**src/rtl/pix_stamp_pkg.sv**
```systemverilog
package pix_stamp_pkg;
  localparam int unsigned TS_W_DEF = 8;

  typedef enum logic [1:0] {
    ST_IDLE  = 2'd0,
    ST_ARMED = 2'd1,
    ST_HELD  = 2'd2
  } cap_state_e;
endpackage

```
**src/rtl/pix_sync2.sv**
```systemverilog
module pix_sync2 #(
  parameter int unsigned STAGES = 2
) (
  input  logic clk,
  input  logic rst,
  input  logic d,
  output logic q
);
  logic [STAGES-1:0] chain;

  generate
    if (STAGES == 1) begin : g_one
      always_ff @(posedge clk) begin
        if (rst) chain <= '0;
        else     chain <= d;
      end
    end else begin : g_many
      always_ff @(posedge clk) begin
        if (rst) chain <= '0;
        else     chain <= {chain[STAGES-2:0], d};
      end
    end
  endgenerate

  assign q = chain[STAGES-1];


  sync_follow_chk: assert property (@(posedge clk) disable iff (rst)
    !$past(rst) |-> (chain[0] == $past(d)));
endmodule

```
**src/rtl/pix_edge_capture.sv**
```systemverilog
module pix_edge_capture
  import pix_stamp_pkg::*;
#(
  parameter int unsigned TS_W = TS_W_DEF
) (
  input  logic            clk,
  input  logic            rst,
  input  logic            lvl,
  input  logic [TS_W-1:0] ts_gray,
  input  logic            rd_clr,
  output logic [TS_W-1:0] lead_q,
  output logic [TS_W-1:0] trail_q,
  output logic            hit_q
);
  cap_state_e st;
  logic       lvl_d;
  logic       rise, fall;

  always_ff @(posedge clk) begin
    if (rst) lvl_d <= 1'b0;
    else     lvl_d <= lvl;
  end

  assign rise = lvl & ~lvl_d;
  assign fall = ~lvl & lvl_d;

  always_ff @(posedge clk) begin
    if (rst || rd_clr) begin
      st      <= ST_IDLE;
      lead_q  <= '0;
      trail_q <= '0;
      hit_q   <= 1'b0;
    end else begin
      unique case (st)
        ST_IDLE: if (rise) begin
          lead_q <= ts_gray;
          st     <= ST_ARMED;
        end
        ST_ARMED: if (fall) begin
          trail_q <= ts_gray;
          hit_q   <= 1'b1;
          st      <= ST_HELD;
        end
        ST_HELD: ;
        default: st <= ST_IDLE;
      endcase
    end
  end


  tok_on_trail_chk: assert property (@(posedge clk) disable iff (rst)
    $rose(hit_q) |-> ($past(fall) && $past(st == ST_ARMED)));


  no_tok_early_chk: assert property (@(posedge clk) disable iff (rst)
    (st != ST_HELD) |-> !hit_q);


  held_stable_chk: assert property (@(posedge clk) disable iff (rst)
    (hit_q && !rd_clr) |=> (hit_q && $stable(lead_q) && $stable(trail_q)));


  clear_chk: assert property (@(posedge clk) disable iff (rst)
    rd_clr |=> (!hit_q && lead_q == '0 && trail_q == '0));
endmodule

```
**src/rtl/pix_tot_calc.sv**
```systemverilog
module pix_tot_calc #(
  parameter int unsigned TS_W = 8
) (
  input  logic [TS_W-1:0] lead_g,
  input  logic [TS_W-1:0] trail_g,
  output logic [TS_W-1:0] lead_b,
  output logic [TS_W-1:0] trail_b,
  output logic [TS_W-1:0] tot
);
  function automatic logic [TS_W-1:0] g2b(input logic [TS_W-1:0] g);
    logic [TS_W-1:0] b;
    b[TS_W-1] = g[TS_W-1];
    for (int i = int'(TS_W) - 2; i >= 0; i--) b[i] = b[i+1] ^ g[i];
    return b;
  endfunction

  always_comb begin
    lead_b  = g2b(lead_g);
    trail_b = g2b(trail_g);
    tot     = trail_b - lead_b;
  end


  always_comb begin
    gray_inv_chk: assert (((lead_b ^ (lead_b >> 1)) == lead_g) &&
                          ((trail_b ^ (trail_b >> 1)) == trail_g));
  end
endmodule

```
**src/rtl/pix_edge_stamp.sv**
```systemverilog
module pix_edge_stamp
  import pix_stamp_pkg::*;
#(
  parameter int unsigned TS_W        = TS_W_DEF,
  parameter int unsigned SYNC_STAGES = 2
) (
  input  logic            clk,
  input  logic            rst,
  input  logic            comp_in,
  input  logic [TS_W-1:0] ts_gray,
  input  logic            rd_clr,
  output logic            hit_tok,
  output logic [TS_W-1:0] lead_gray,
  output logic [TS_W-1:0] trail_gray,
  output logic [TS_W-1:0] lead_bin,
  output logic [TS_W-1:0] trail_bin,
  output logic [TS_W-1:0] tot
);
  logic comp_s;

  pix_sync2 #(.STAGES(SYNC_STAGES)) i_sync (
    .clk (clk),
    .rst (rst),
    .d   (comp_in),
    .q   (comp_s)
  );

  pix_edge_capture #(.TS_W(TS_W)) i_cap (
    .clk     (clk),
    .rst     (rst),
    .lvl     (comp_s),
    .ts_gray (ts_gray),
    .rd_clr  (rd_clr),
    .lead_q  (lead_gray),
    .trail_q (trail_gray),
    .hit_q   (hit_tok)
  );

  pix_tot_calc #(.TS_W(TS_W)) i_tot (
    .lead_g  (lead_gray),
    .trail_g (trail_gray),
    .lead_b  (lead_bin),
    .trail_b (trail_bin),
    .tot     (tot)
  );


  tot_wrap_chk: assert property (@(posedge clk) disable iff (rst)
    hit_tok |-> ((lead_bin + tot) == trail_bin));
endmodule

```
**config.mk**
```make
export PLATFORM = sky130hd
export DESIGN_NAME = pix_edge_stamp
export DESIGN_NICKNAME = d
export VERILOG_FILES = /design/src/rtl/pix_stamp_pkg.sv /design/src/rtl/pix_sync2.sv /design/src/rtl/pix_edge_capture.sv /design/src/rtl/pix_tot_calc.sv /design/src/rtl/pix_edge_stamp.sv
export SDC_FILE = /design/constraint.sdc
export NUM_CORES = 1
export LEC_CHECK = 0
export BUFFER_PORTS_ARGS = -buffer_cell sky130_fd_sc_hd__clkbuf_2
export CAP_MARGIN = 20
export CORE_MARGIN = 4
export CORE_UTILIZATION = 52
export CTS_BUF_LIST = sky130_fd_sc_hd__clkbuf_16
export CTS_CLUSTER_SIZE = 8
export DETAILED_ROUTE_END_ITERATION = 7
export PLACE_DENSITY = 0.86
export SYNTH_ARGS = -nofsm -noshare
export SYNTH_HDL_FRONTEND = slang
export SYNTH_HIERARCHICAL = 1
export SYNTH_SLANG_ARGS = --single-unit
export TNS_END_PERCENT = 50
```
**constraint.sdc**
```tcl
create_clock -name clk -period 7.15 [get_ports clk]
set_input_delay 0.3575 -clock clk [delete_from_list [all_inputs] [get_ports clk]]
set_output_delay 0.3575 -clock clk [all_outputs]
set_load 0.05 [all_outputs]
```
# After elaboration in Yosys (flattened, before gate mapping)
# Index checks and enable logic that the tools add are counted.
# word_totals
out_inout_bits	41
input_bits	12
regBits	22
elab_cells	38
# classes
n_mux	3
reduce_logical	5
bitwise	19
add_sub_neg	1
n_eq_ne	4
# ops
cell	n
$xor A1 B1 Y1	14
$sub A8 B8 Y8	1
$pmux W2 S3	1
$mux W2	2
$ne A2 B1 Y1 const B	2
$reduce_and A2 Y1	2
$not A1 Y1	3
$reduce_and A3 Y1	1
$and A1 B1 Y1	2
$eq A2 B1 Y1 const B	1
$eq A2 B2 Y1 const B	1
$logic_not A2 Y1	1
$logic_or A1 B1 Y1	1

# Depth between registers and ports, before layout
# Gate-level depths: netlist (run 1).
# logic_depth
depth_word	8
mapped_depth	14

# Cells and area by module
# Netlist (run 1), hierarchy kept.
# by_module_without_submodules
mod	n_inst	area_each_um2	seq_area_each_um2	cells_each
pix_edge_capture	1	721.9	400.4	86
pix_tot_calc	1	711.9	0.0	90
pix_sync2	1	52.6	40.0	4

# Worst setup path after synthesis (run 1)
# OpenSTA, ideal clock, no wires.
# synth_path
kind	register to output
start	reg i_cap.lead_q[7]
end	out tot[4]
required_ns	6.793
path_stages_with_launch	12
path_slack_ns	1.461
arrival_ns	5.332
cell_sequence	dfxtp_1 -> xnor2_4 -> xnor3_2 -> xnor2_2 -> xnor2_1 -> xnor2_1 -> ha_1 -> inv_1 -> ha_1 -> o311ai_0 -> a22oi_1 -> xnor2_1
# synth_via
elab_chain_len	8
# synth_rtl
item	line_no	source
start: declaration	pix_edge_capture.sv:11	output logic [TS_W-1:0] lead_q,
start signal: assignment	pix_edge_capture.sv:36	lead_q <= ts_gray;
$xor A1 B1 Y1 (5 in a row)	pix_tot_calc.sv:13	for (int i = int'(TS_W) - 2; i >= 0; i--) b[i] = b[i+1] ^ g[i];
named net lead_bin[2]	pix_edge_stamp.sv:15	output logic [TS_W-1:0] lead_bin,
$xor A1 B1 Y1 (2 in a row)	pix_tot_calc.sv:13	
named net lead_bin[0]	pix_edge_stamp.sv:15	
$sub A8 B8 Y8	pix_tot_calc.sv:20	tot = trail_b - lead_b;
end: declaration	pix_edge_stamp.sv:17	output logic [TS_W-1:0] tot
# The timed path passes the listed nets, and every way through them passes these cells.

# Worst setup path after layout (run 1)
# layout_path
start	reg i_cap.trail_q[6]
end	out tot[6]
# layout_via
elab_chain_len	8
# layout_rtl
item	line_no	source
start: declaration	pix_edge_capture.sv:12	output logic [TS_W-1:0] trail_q,
start signal: assignment	pix_edge_capture.sv:40	trail_q <= ts_gray;
$xor A1 B1 Y1 *	pix_tot_calc.sv:13	
$xor A1 B1 Y1 (6 in a row)	pix_tot_calc.sv:13	
$sub A8 B8 Y8 *	pix_tot_calc.sv:20	
# Every way passes the cells marked *; elsewhere a longest branch is shown, timed or not.

==> results of run 1 <==
==> worst max-delay path, delay by kind of cell (launching register included) <==
kind	cells	cell delay [ns]
DFF	1	0.38
buffers and inverters	2	0.37
adders and majority gates	2	0.50
AOI/OAI and AO/OA	3	0.93
xor gates and xnor gates	5	1.68
==> per-layer routing <==
metal	wire (um)	up-vias
met3	204	2
li1	-	697
met4	9	0
met1	1361	613
met5	0	-
met2	1673	42
==> final timing paths <==
| kind | start | end | slack (ns) | cells after the start |
|---|---|---|---|---|
| max | i_cap/trail_q[6]$_SDFFE_PP0P_ | tot[6] | 2.70 | 12 |
| min | rst | i_sync/chain[0]$_SDFF_PP0_ | 0.31 | 2 |
| max reg2reg | i_cap/lvl_d$_SDFF_PP0_ | i_cap/trail_q[7]$_SDFFE_PP0P_ | 5.57 | 4 |
| min reg2reg | i_sync/chain[0]$_SDFF_PP0_ | i_sync/chain[1]$_SDFF_PP0_ | 0.45 | 1 |
==> through the flow <==
| stage | util (%) | power [mW] | cell area, um2 | hold WS (ns) | setup WS [ns] |
|---|---|---|---|---|---|
| 2_1_floorplan | - | 0.2203 | 1486 | 0.4138 | 1.461 |
| 3_3_place_gp | 64.21 | 0.2413 | 1755 | 0.4188 | 3.050 |
| 3_5_place_dp | 64.21 | 0.2420 | 1755 | 0.4267 | 2.942 |
| 6_report | 68.05 | 0.3902 | 1861 | 0.3149 | 2.697 |
| 5_1_grt | 68.05 | 0.4057 | 1861 | 0.3391 | 2.408 |
| 4_1_cts | 68.05 | 0.3940 | 1861 | 0.3115 | 2.668 |
==> layout make-up <==
cell class                 instances  area, um2
multi-input combinational        136      952.2
clock buffer                       3      75.07
clock inverter                     1      30.03
sequential                        22      440.4
inverter                          15      56.30
tap                               31      38.79
timing repair buffer              53      267.8
fill                             227      873.3
==> registers in the layout, indices dropped and copies added (netlist names) <==
| name | flops |
|---|---|
| i_cap/st | 2 |
| i_cap/lvl_d | 1 |
| i_cap/trail_q | 8 |
| i_cap/hit_q | 1 |
| i_cap/lead_q | 8 |
| i_sync/chain | 2 |
==> power by group through the flow <==
stage	clock network (mW)	registers [mW]	logic, mW
global route	0.159	0.126	0.121
finish	0.151	0.126	0.113
global placement	0	0.128	0.113
CTS	0.154	0.126	0.114
detailed placement	0	0.129	0.113
floorplan	0	0.130	0.0899
==> cells in the final DEF (no fill, tap or decap), types with 2 or more instances in the layout <==
| cell type | Yosys | layout |
|---|---|---|
| xnor2_2 | 3 | 3 |
| ha_1 | 4 | 4 |
| nor2_1 | 6 | 6 |
| inv_1 | 13 | 13 |
| inv_2 | 2 | 2 |
| xor3_2 | 2 | 2 |
| nand3_1 | 6 | 6 |
| nor2b_1 | 3 | 3 |
| o21ai_0 | 3 | 3 |
| clkbuf_16 | 0 | 3 |
| nand2_1 | 40 | 40 |
| dfxtp_1 | 22 | 22 |
| xnor2_1 | 15 | 15 |
| nand2b_1 | 4 | 4 |
| a21oi_1 | 22 | 22 |
| clkbuf_2 | 0 | 52 |
| xor2_1 | 5 | 5 |
==> logic make-up (layout without fill, tap and decap cells) <==
family / Yosys count / after routing / synth area share [%]
adders and majority gates: 5 / 5 / 4.041
buffers and inverters: 22 / 72 / 6.312
DFF: 22 / 22 / 29.63
xor gates and xnor gates: 27 / 27 / 21.89
and+or+nand+nor: 66 / 66 / 21.04
AOI/OAI and AO/OA: 38 / 38 / 17.09
==> flow_summary_export.csv, run 1 <==
group,metric,value,unit
grt,antenna_found_initial,0,
synthesis,synth.top_cells.by_area,"dfxtp_1 30%, nand2_1 10%, xnor2_1 8.8%, a21oi_1 7.4%, ha_1 3.4%",
synthesis,synth_ff_type,"dfxtp_1",
clocking,cts_root_buf,"clkbuf_16",
clocking,cts_buffers,3,
floorplanning,core-area,2734,um2
clocking,cts.path.max_buffers,2,
detailed_routing,drc,0,
synthesis,syn_inst,180,
detailed_routing,wl_per_cell,12.44,um
clocking,cts_hold_buf,0,
timing,rsz0062_at_grt,"false",
power_and_ir_drop,clockPowerShare,38.8,%
grt,met1_usage,23.66,%
synthesis,synth_common_cells,"40 x nand2_1, 22 x a21oi_1, 22 x dfxtp_1",
floorplanning,die_h,61.47,um
synthesis,netlist.top_cell.by_area,"dfxtp_1",
final_layout,final_cells,261,
power_and_ir_drop,vdd_drop_max,0.2075,mV
power_and_ir_drop,combPwrFrac,28.9,%
synthesis,yosysMostFrequentCell,"nand2_1",
clocking,cts.sinks,22,
power_and_ir_drop,intPower,0.2675,mW
clocking,cts_resized,0,
setup_path,crit_path_max_incr_delay,0.55,ns
synthesis,synth_warnings,6,
timing,slew_headroom,50.56,%
run,cap_violations,0,
timing,max_freq,0.2246,GHz
grt,grt_remaining_overflow,0,
timing,hold_viol,0,
place,dp.cells,257,
clocking,cts_tree,"built",
final_layout,synthToLayoutAreaGrowth,25.17,%
timing,layout_min_cycle_time,4.453,ns
setup_path,cp.required,6.79,ns
power_and_ir_drop,p_leak,0.8807,nW
detailed_routing,ant_nets,0,
setup_path,path_max_fanout,8,
final_layout,final_layout_size_suffix_gt1_share,31.30,%
detailed_routing,first_pass_iters,4,
setup_path,critical_path_class,"flop to output port",
detailed_routing,wirelength,3.248,mm
setup_path,crit_path_start_kind,"flop",
floorplanning,ios,53,
grt,busiest_layer,"met2",
synthesis,synth_nets,196,
grt,grt_max_degree,20,
synthesis,syn_area,1486,um2
floorplanning,die_x,61.47,um
synthesis,ys_types,42,
timing,final.setup.tns,0,ns
place,dpl.hpwl,2.607,mm
place,place.gp.congestion,0.8303,
setup_path,crit_arrival,4.10,ns
detailed_routing,detailedRoute.firstIterationViolations,68,
timing,slew_viol_final,0,
grt,grt_usage,18.27,%
synthesis,synth-seq-area-share,29.63,%
power_and_ir_drop,power_switching,0.1227,mW
power_and_ir_drop,power_density,209.7,nW/um2
setup_path,endpoint_kind,"output port",
hold_path,hp-class,"input port to flop",
timing,fin_crit_sh,62.28,%
timing,fin_skew,0.001505,ns
setup_path,worstPathCellList,"xor3_2, xor3_2, xnor2_2, xnor2_1, ha_1, inv_1, ha_1, o311ai_0, a22oi_1, a221oi_2, xnor2_1, clkbuf_2",
synthesis,syn-mean-instance-area,8.258,um2
grt,grt_pass1_vias,1273,
synthesis,synthArstFlopShare,0,%
setup_path,slowest_stage,"xor3_2",
clocking,cts.clk_slew.worst_paths,0.06,ns
synthesis,synth_edf_count,0,
final_layout,fin_nets,247,
power_and_ir_drop,switching_share,31.44,%
final_layout,antenna_cells,0,
floorplanning,floorplan.initialDensity,54.37,%
synthesis,synth_top_area_share,29.63,%
clocking,htreeDepth,1,
floorplanning,dieArea,3778,um2
grt,grt.met3_usage,0.8386,%
run_status,status,"finished clean",
clocking,clock_latency,0.25,ns
synthesis,ys_ff_latch,22,
grt,gr-usage-met2,33.23,%
clocking,postCtsSetupRepairBufs,0,
place,port_buffers,52,
floorplanning,rows,19,
grt,grt_pass1_wl,5.368,mm
detailed_routing,vias,1354,
timing,finalSetupViolCount,0,
timing,worstMarginPinSlew,0.7397,ns
detailed_routing,viasPerCell,5.188,
power_and_ir_drop,p_seq_share,32.3,%
No activity file was read; power rests on OpenSTA's default activity.
==> run 2: changes to the inputs <==
CORE_UTILIZATION = 49   (was 52)
PLACE_DENSITY = 0.82   (was 0.86)
clock period = 4.3 ns   (was 7.15 ns; I/O delays follow)
==> run 2 against run 1 <==
  * Hold slack worse by 0.16 ns
  * Via count is 2.4% higher
  * Largest power group is now combinational logic
  * Sequential power is 66% higher
  * Critical endpoint unchanged
  * Setup slack worse by 2.5 ns
==> flow_summary_export.csv, run 2 (same netlist as run 1, synthesis figures left out) <==
group,metric,value,unit
place,place_ws,0.2671,ns
final_layout,finalInstanceArea,1993,um2
floorplanning,rows,19,
final_layout,fin_nets,252,
hold_path,hp-class,"input port to flop",
timing,hold_viol,0,
detailed_routing,vias,1386,
setup_path,crit_path_start_kind,"flop",
timing,max_freq,0.2456,GHz
timing,worst_slack,0.2284,ns
clocking,cts.sinks,22,
floorplanning,floorplan.initialDensity,52.54,%
clocking,clock_latency,0.25,ns
final_layout,final_cell_mix,"51 x clkbuf_2, 40 x nand2_1, 22 x a21oi_1",
setup_path,slowest_stage,"xnor3_2",
detailed_routing,wirelength,3.629,mm
final_layout,antenna_cells,0,
final_layout,final_cells,266,
detailed_routing,wl_per_cell,13.64,um
hold_path,holdPathStages,2,
setup_path,crit_path_max_incr_delay,0.45,ns
grt,grt_remaining_overflow,0,
clocking,cts_buffers,3,
setup_path,crit_arrival,3.86,ns
clocking,cts_root_buf,"clkbuf_16",
power_and_ir_drop,power_density,307.6,nW/um2
final_layout,fin_util,70.46,%
setup_path,cp_num_buf_inv,3,
clocking,cts.clk_slew.worst_paths,0.06,ns
run,cap_violations,0,
detailed_routing,drc,0,
run_status,status,"finished clean",
final_layout,largestRegisters,"i_cap/lead_q (8), i_cap/trail_q (8)",
timing,rsz0062_at_grt,"false",
power_and_ir_drop,report.power.total,0.6132,mW
power_and_ir_drop,p_leak,0.9353,nW
grt,grt_max_degree,20,
grt,grt_pass1_wl,5.858,mm
setup_path,cp.depth,15,
setup_path,cp.required,4.09,ns
place,placed_area,1848,um2
floorplanning,core-area,2829,um2
setup_path,regToRegSetupSlack,2.91,ns
clocking,cts_hold_buf,0,
detailed_routing,viasPerCell,5.211,
final_layout,synthToLayoutAreaGrowth,34.09,%
floorplanning,dieArea,3978,um2
timing,slew_headroom,54.40,%
timing,whs,0.1582,ns
final_layout,final_layout_size_suffix_gt1_share,38.30,%
place,dp.cells,257,
timing,worstMarginPinSlew,0.6822,ns
clocking,cts_tree,"built",
setup_path,cp_top_family,"XOR/XNOR gates",
detailed_routing,detailedRoute.firstIterationViolations,80,
clocking,cts.path.max_buffers,2,
power_and_ir_drop,vdd_drop_max,0.2392,mV
timing,finalSetupViolCount,0,
floorplanning,die_h,63.08,um
setup_path,path_max_fanout,5,
grt,grt_usage,17.90,%
detailed_routing,ant_nets,0,
grt,grt_pass1_vias,1246,
setup_path,rr_worst_depth,3,
floorplanning,die_x,63.08,um
timing,layout_min_cycle_time,4.072,ns
place,port_buffers,52,
detailed_routing,first_pass_iters,4,
timing,fin_crit_sh,94.69,%
timing,final.setup.tns,0,ns
timing,fin_skew,0.002430,ns
floorplanning,ios,53,
timing,slew_viol_final,0,
setup_path,crit_top_cell,"xnor2_4",
final_layout,layout_commonest_cell,"clkbuf_2",
place,place.gp.congestion,0.7837,
setup_path,endpoint_kind,"output port",
setup_path,worstPathCellList,"xnor2_2, xnor3_2, xnor2_4, xnor2_4, xnor2_4, ha_1, inv_1, ha_1, inv_1, nand2_1, o2111ai_1, a22oi_1, a221oi_2, xnor2_4, clkbuf_4",
clocking,htreeDepth,1,
grt,antenna_found_initial,0,
final_layout,n_fill_cell,241,
place,dpl.hpwl,2.750,mm
setup_path,critical_path_class,"flop to output port",
[run 2: cell count changes in the layout (fill, tap and decap cells not counted), sizes merged]
cell | before | now
bufinv | 1 | 0
buf | 1 | 6
clkinv | 0 | 1
[run 2: final timing paths]
check / from / end
setup / recovery: i_cap/lead_q[5]$_SDFFE_PP0P_ / tot[6]
setup reg to reg: i_cap/st[0]$_SDFFE_PP0P_ / i_cap/lead_q[5]$_SDFFE_PP0P_
hold / removal: rst / i_sync/chain[0]$_SDFF_PP0_
hold reg to reg: i_sync/chain[0]$_SDFF_PP0_ / i_sync/chain[1]$_SDFF_PP0_
[run 2: per-layer routing]
| metal | part of all wire [%] | GRT usage [%] | up-vias |
|---|---|---|---|
| li1 | - | - | 708 |
| met1 | 44 | 21.84 | 634 |
| met2 | 51 | 32.15 | 38 |
| met3 | 3.2 | 1.421 | 6 |
| met4 | 1.6 | 7.438 | 0 |
| met5 | 0 | 0 | - |
[run 2: final cells by class]
type	instances	area, um2	share of cell area (%)
well taps	31	38.79	1.946
multi-input cells	136	1056	52.98
clock buffers	3	75.07	3.766
clock inverters	1	3.754	0.1883
inverters	15	56.30	2.825
flip-flops and latches	22	455.4	22.85
repair buffers	58	307.8	15.44
[run 2: timing repair]
item / 4_1_cts / 5_1_grt
endpoints found under the setup margin: 1 / 1
pin swaps: 1 / 3
gates resized for setup: 1 / 5
buffers inserted: 0 / 5
[run 2: worst reg2reg max path: stages (launching register included)]
cell     delay (ns)
dfxtp_1        0.36
or4b_1         0.71
nand2_1        0.13
a21oi_1        0.07
[run 2: where the power goes]
part | internal (mW) | switching (mW)
registers | 0.205 | 0.00357
clock network | 0.124 | 0.0690
logic | 0.0693 | 0.142
==> run 3: changes to the inputs <==
CORE_UTILIZATION = 52   (was 49)
PLACE_DENSITY = 0.86   (was 0.82)
clock period = 4.7 ns   (was 4.3 ns; I/O delays follow)
==> run 3 against run 2 <==
  * Final cell count decreased by 2.3%
  * Clock skew hardly changed
  * Setup slack gained 0.14 ns
  * Utilization is 1.2 points lower
  * Critical path type unchanged
  * Power down 11%
  * Sequential share of layout area rose by 0.40 points
  * Non-clock buffer count decreased by 5
  * Sequential cell count did not move
  * First-iteration DRC count down 18%
  * Cell area decreased by 5.0%
==> flow_summary_export.csv, run 3 (same netlist as run 1, synthesis figures left out) <==
group,metric,value,unit
grt,grt_pass1_vias,1232,
run_status,status,"finished clean",
power_and_ir_drop,power_density,288.7,nW/um2
clocking,cts_buffers,3,
grt,grt_usage,19.49,%
timing,final.setup.tns,0,ns
timing,slew_viol_final,0,
final_layout,n_fill_cell,222,
timing,worstMarginPinSlew,0.7887,ns
setup_path,crit_path_start_kind,"flop",
floorplanning,die_x,61.47,um
power_and_ir_drop,switching_share,34.84,%
grt,grt_remaining_overflow,0,
grt,gr-usage-met2,33.84,%
grt,met1_usage,25.00,%
setup_path,critical_path_class,"flop to output port",
timing,hold_viol,0,
detailed_routing,first_pass_iters,4,
setup_path,startpoint,"i_cap/lead_q[7]$_SDFFE_PP0P_",
place,dpl.hpwl,2.769,mm
clocking,htreeDepth,1,
grt,grt_max_degree,20,
timing,fin_crit_sh,92.13,%
place,port_buffers,52,
power_and_ir_drop,combPwrFrac,33.4,%
final_layout,synthToLayoutAreaGrowth,27.44,%
grt,busiest_layer,"met2",
power_and_ir_drop,clockPowerShare,31.5,%
detailed_routing,wl_per_cell,13.41,um
setup_path,endpoint_kind,"output port",
power_and_ir_drop,intPower,0.3563,mW
timing,finalSetupViolCount,0,
setup_path,crit_arrival,4.10,ns
clocking,clock_latency,0.25,ns
timing,fin_skew,0.002573,ns
detailed_routing,ant_nets,0,
power_and_ir_drop,p_leak,0.9014,nW
setup_path,cp.required,4.47,ns
hold_path,worstHoldStart,"rst",
detailed_routing,detailedRoute.firstIterationViolations,66,
grt,antenna_found_initial,0,
floorplanning,ios,53,
power_and_ir_drop,power_switching,0.1905,mW
floorplanning,floorplan.initialDensity,54.37,%
timing,rsz0062_at_grt,"false",
clocking,cts_tree,"built",
hold_path,hp-class,"input port to flop",
final_layout,final_cell_mix,"52 x clkbuf_2, 40 x nand2_1, 22 x a21oi_1, 22 x dfxtp_1, 13 x inv_1",
grt,grt_pass1_wl,5.533,mm
setup_path,path_max_fanout,6,
floorplanning,die_h,61.47,um
final_layout,layout_commonest_cell,"clkbuf_2",
run,cap_violations,0,
detailed_routing,wirelength,3.487,mm
clocking,cts_hold_buf,0,
place,dp.cells,257,
final_layout,final_layout_size_suffix_gt1_share,32.75,%
power_and_ir_drop,p_seq_share,35.1,%
clocking,cts.path.max_buffers,2,
place,place.gp.congestion,0.8229,
clocking,cts.clk_slew.worst_paths,0.05,ns
timing,slew_headroom,47.28,%
floorplanning,rows,19,
setup_path,r2r_start,"i_cap/st[0]$_SDFFE_PP0P_",
clocking,cts.sinks,22,
final_layout,final_cells,260,
floorplanning,core-area,2734,um2
detailed_routing,vias,1385,
power_and_ir_drop,vdd_drop_max,0.2911,mV
final_layout,antenna_cells,0,
final_layout,largestRegisters,"i_cap/lead_q (8), i_cap/trail_q (8)",
timing,max_freq,0.2309,GHz
detailed_routing,viasPerCell,5.327,
timing,layout_min_cycle_time,4.330,ns
clocking,cts_root_buf,"clkbuf_16",
detailed_routing,drc,0,
final_layout,fin_nets,247,
floorplanning,dieArea,3778,um2
grt,grt.met3_usage,2.516,%
-- run 3: cell types whose count changed in the layout (fill, tap and decap cells not counted), sizes merged --
cell    change
clkinv      -1
buf         -5
-- run 3: path summary, 6_finish.rpt --
path / slack [ns] / cells after the start / to
worst min register to register: 0.44 / 1 / i_sync/chain[1]$_SDFF_PP0_
worst min-delay path: 0.18 / 2 / i_sync/chain[1]$_SDFF_PP0_
worst max-delay path: 0.37 / 15 / tot[6]
worst max register to register: 3.23 / 3 / i_cap/lead_q[3]$_SDFFE_PP0P_
-- run 3: cell type report --
| cell class | instances | area, um2 | share of cell area (%) |
|---|---|---|---|
| Clock buffer | 3 | 75.07 | 3.963 |
| Inverter | 15 | 56.30 | 2.972 |
| Multi-Input combinational cell | 136 | 1016 | 53.63 |
| Sequential cell | 22 | 440.4 | 23.25 |
| Tap cell | 31 | 38.79 | 2.048 |
| Timing Repair Buffer | 53 | 267.8 | 14.13 |
-- run 3: metrics by stage --
step	power (mW)	cell area [um2]	setup WS [ns]	hold WS, ns	utilization [%]
after floorplan	0.3432	1543	0.04717	0.3066	-
after global placement	0.3758	1812	0.5353	0.4218	66.27
after detailed placement	0.3782	1812	0.3469	0.4360	66.27
after CTS	0.5513	1887	0.07116	0.1813	69.02
after global routing	0.5695	1894	0.1123	0.1974	69.29
final	0.5468	1894	0.3699	0.1818	69.29
-- run 3: worst max-delay path, cell delays in order (launching register included) --
cell,delay [ns]
dfxtp_1,0.49
xnor2_4,0.19
xnor3_2,0.47
xnor2_4,0.19
xnor2_2,0.33
xnor2_4,0.16
ha_1,0.23
inv_1,0.08
ha_1,0.24
inv_1,0.11
nand2_1,0.06
o2111ai_1,0.26
a22oi_1,0.19
a221oi_2,0.38
xnor2_2,0.15
clkbuf_2,0.29
-- run 3: layer usage --
layer,wire [um],up-vias
li1,-,705
met1,1482,640
met2,1814,35
met3,150,5
met4,39,0
met5,0,-
-- run 3: power by group through the flow --
stage / Clock (mW) / Combinational (mW) / Sequential (mW)
4_1_cts: 0.176 / 0.183 / 0.192
2_1_floorplan: 0 / 0.145 / 0.199
3_5_place_dp: 0 / 0.182 / 0.196
5_1_grt: 0.182 / 0.195 / 0.192
3_3_place_gp: 0 / 0.180 / 0.196
6_report: 0.172 / 0.183 / 0.192
-- run 3: what timing repair did --
action | 4_1_cts | 5_1_grt
setup buffers | 0 | 0
resized for setup | 0 | 2
endpoints found under the setup margin | 0 | 1
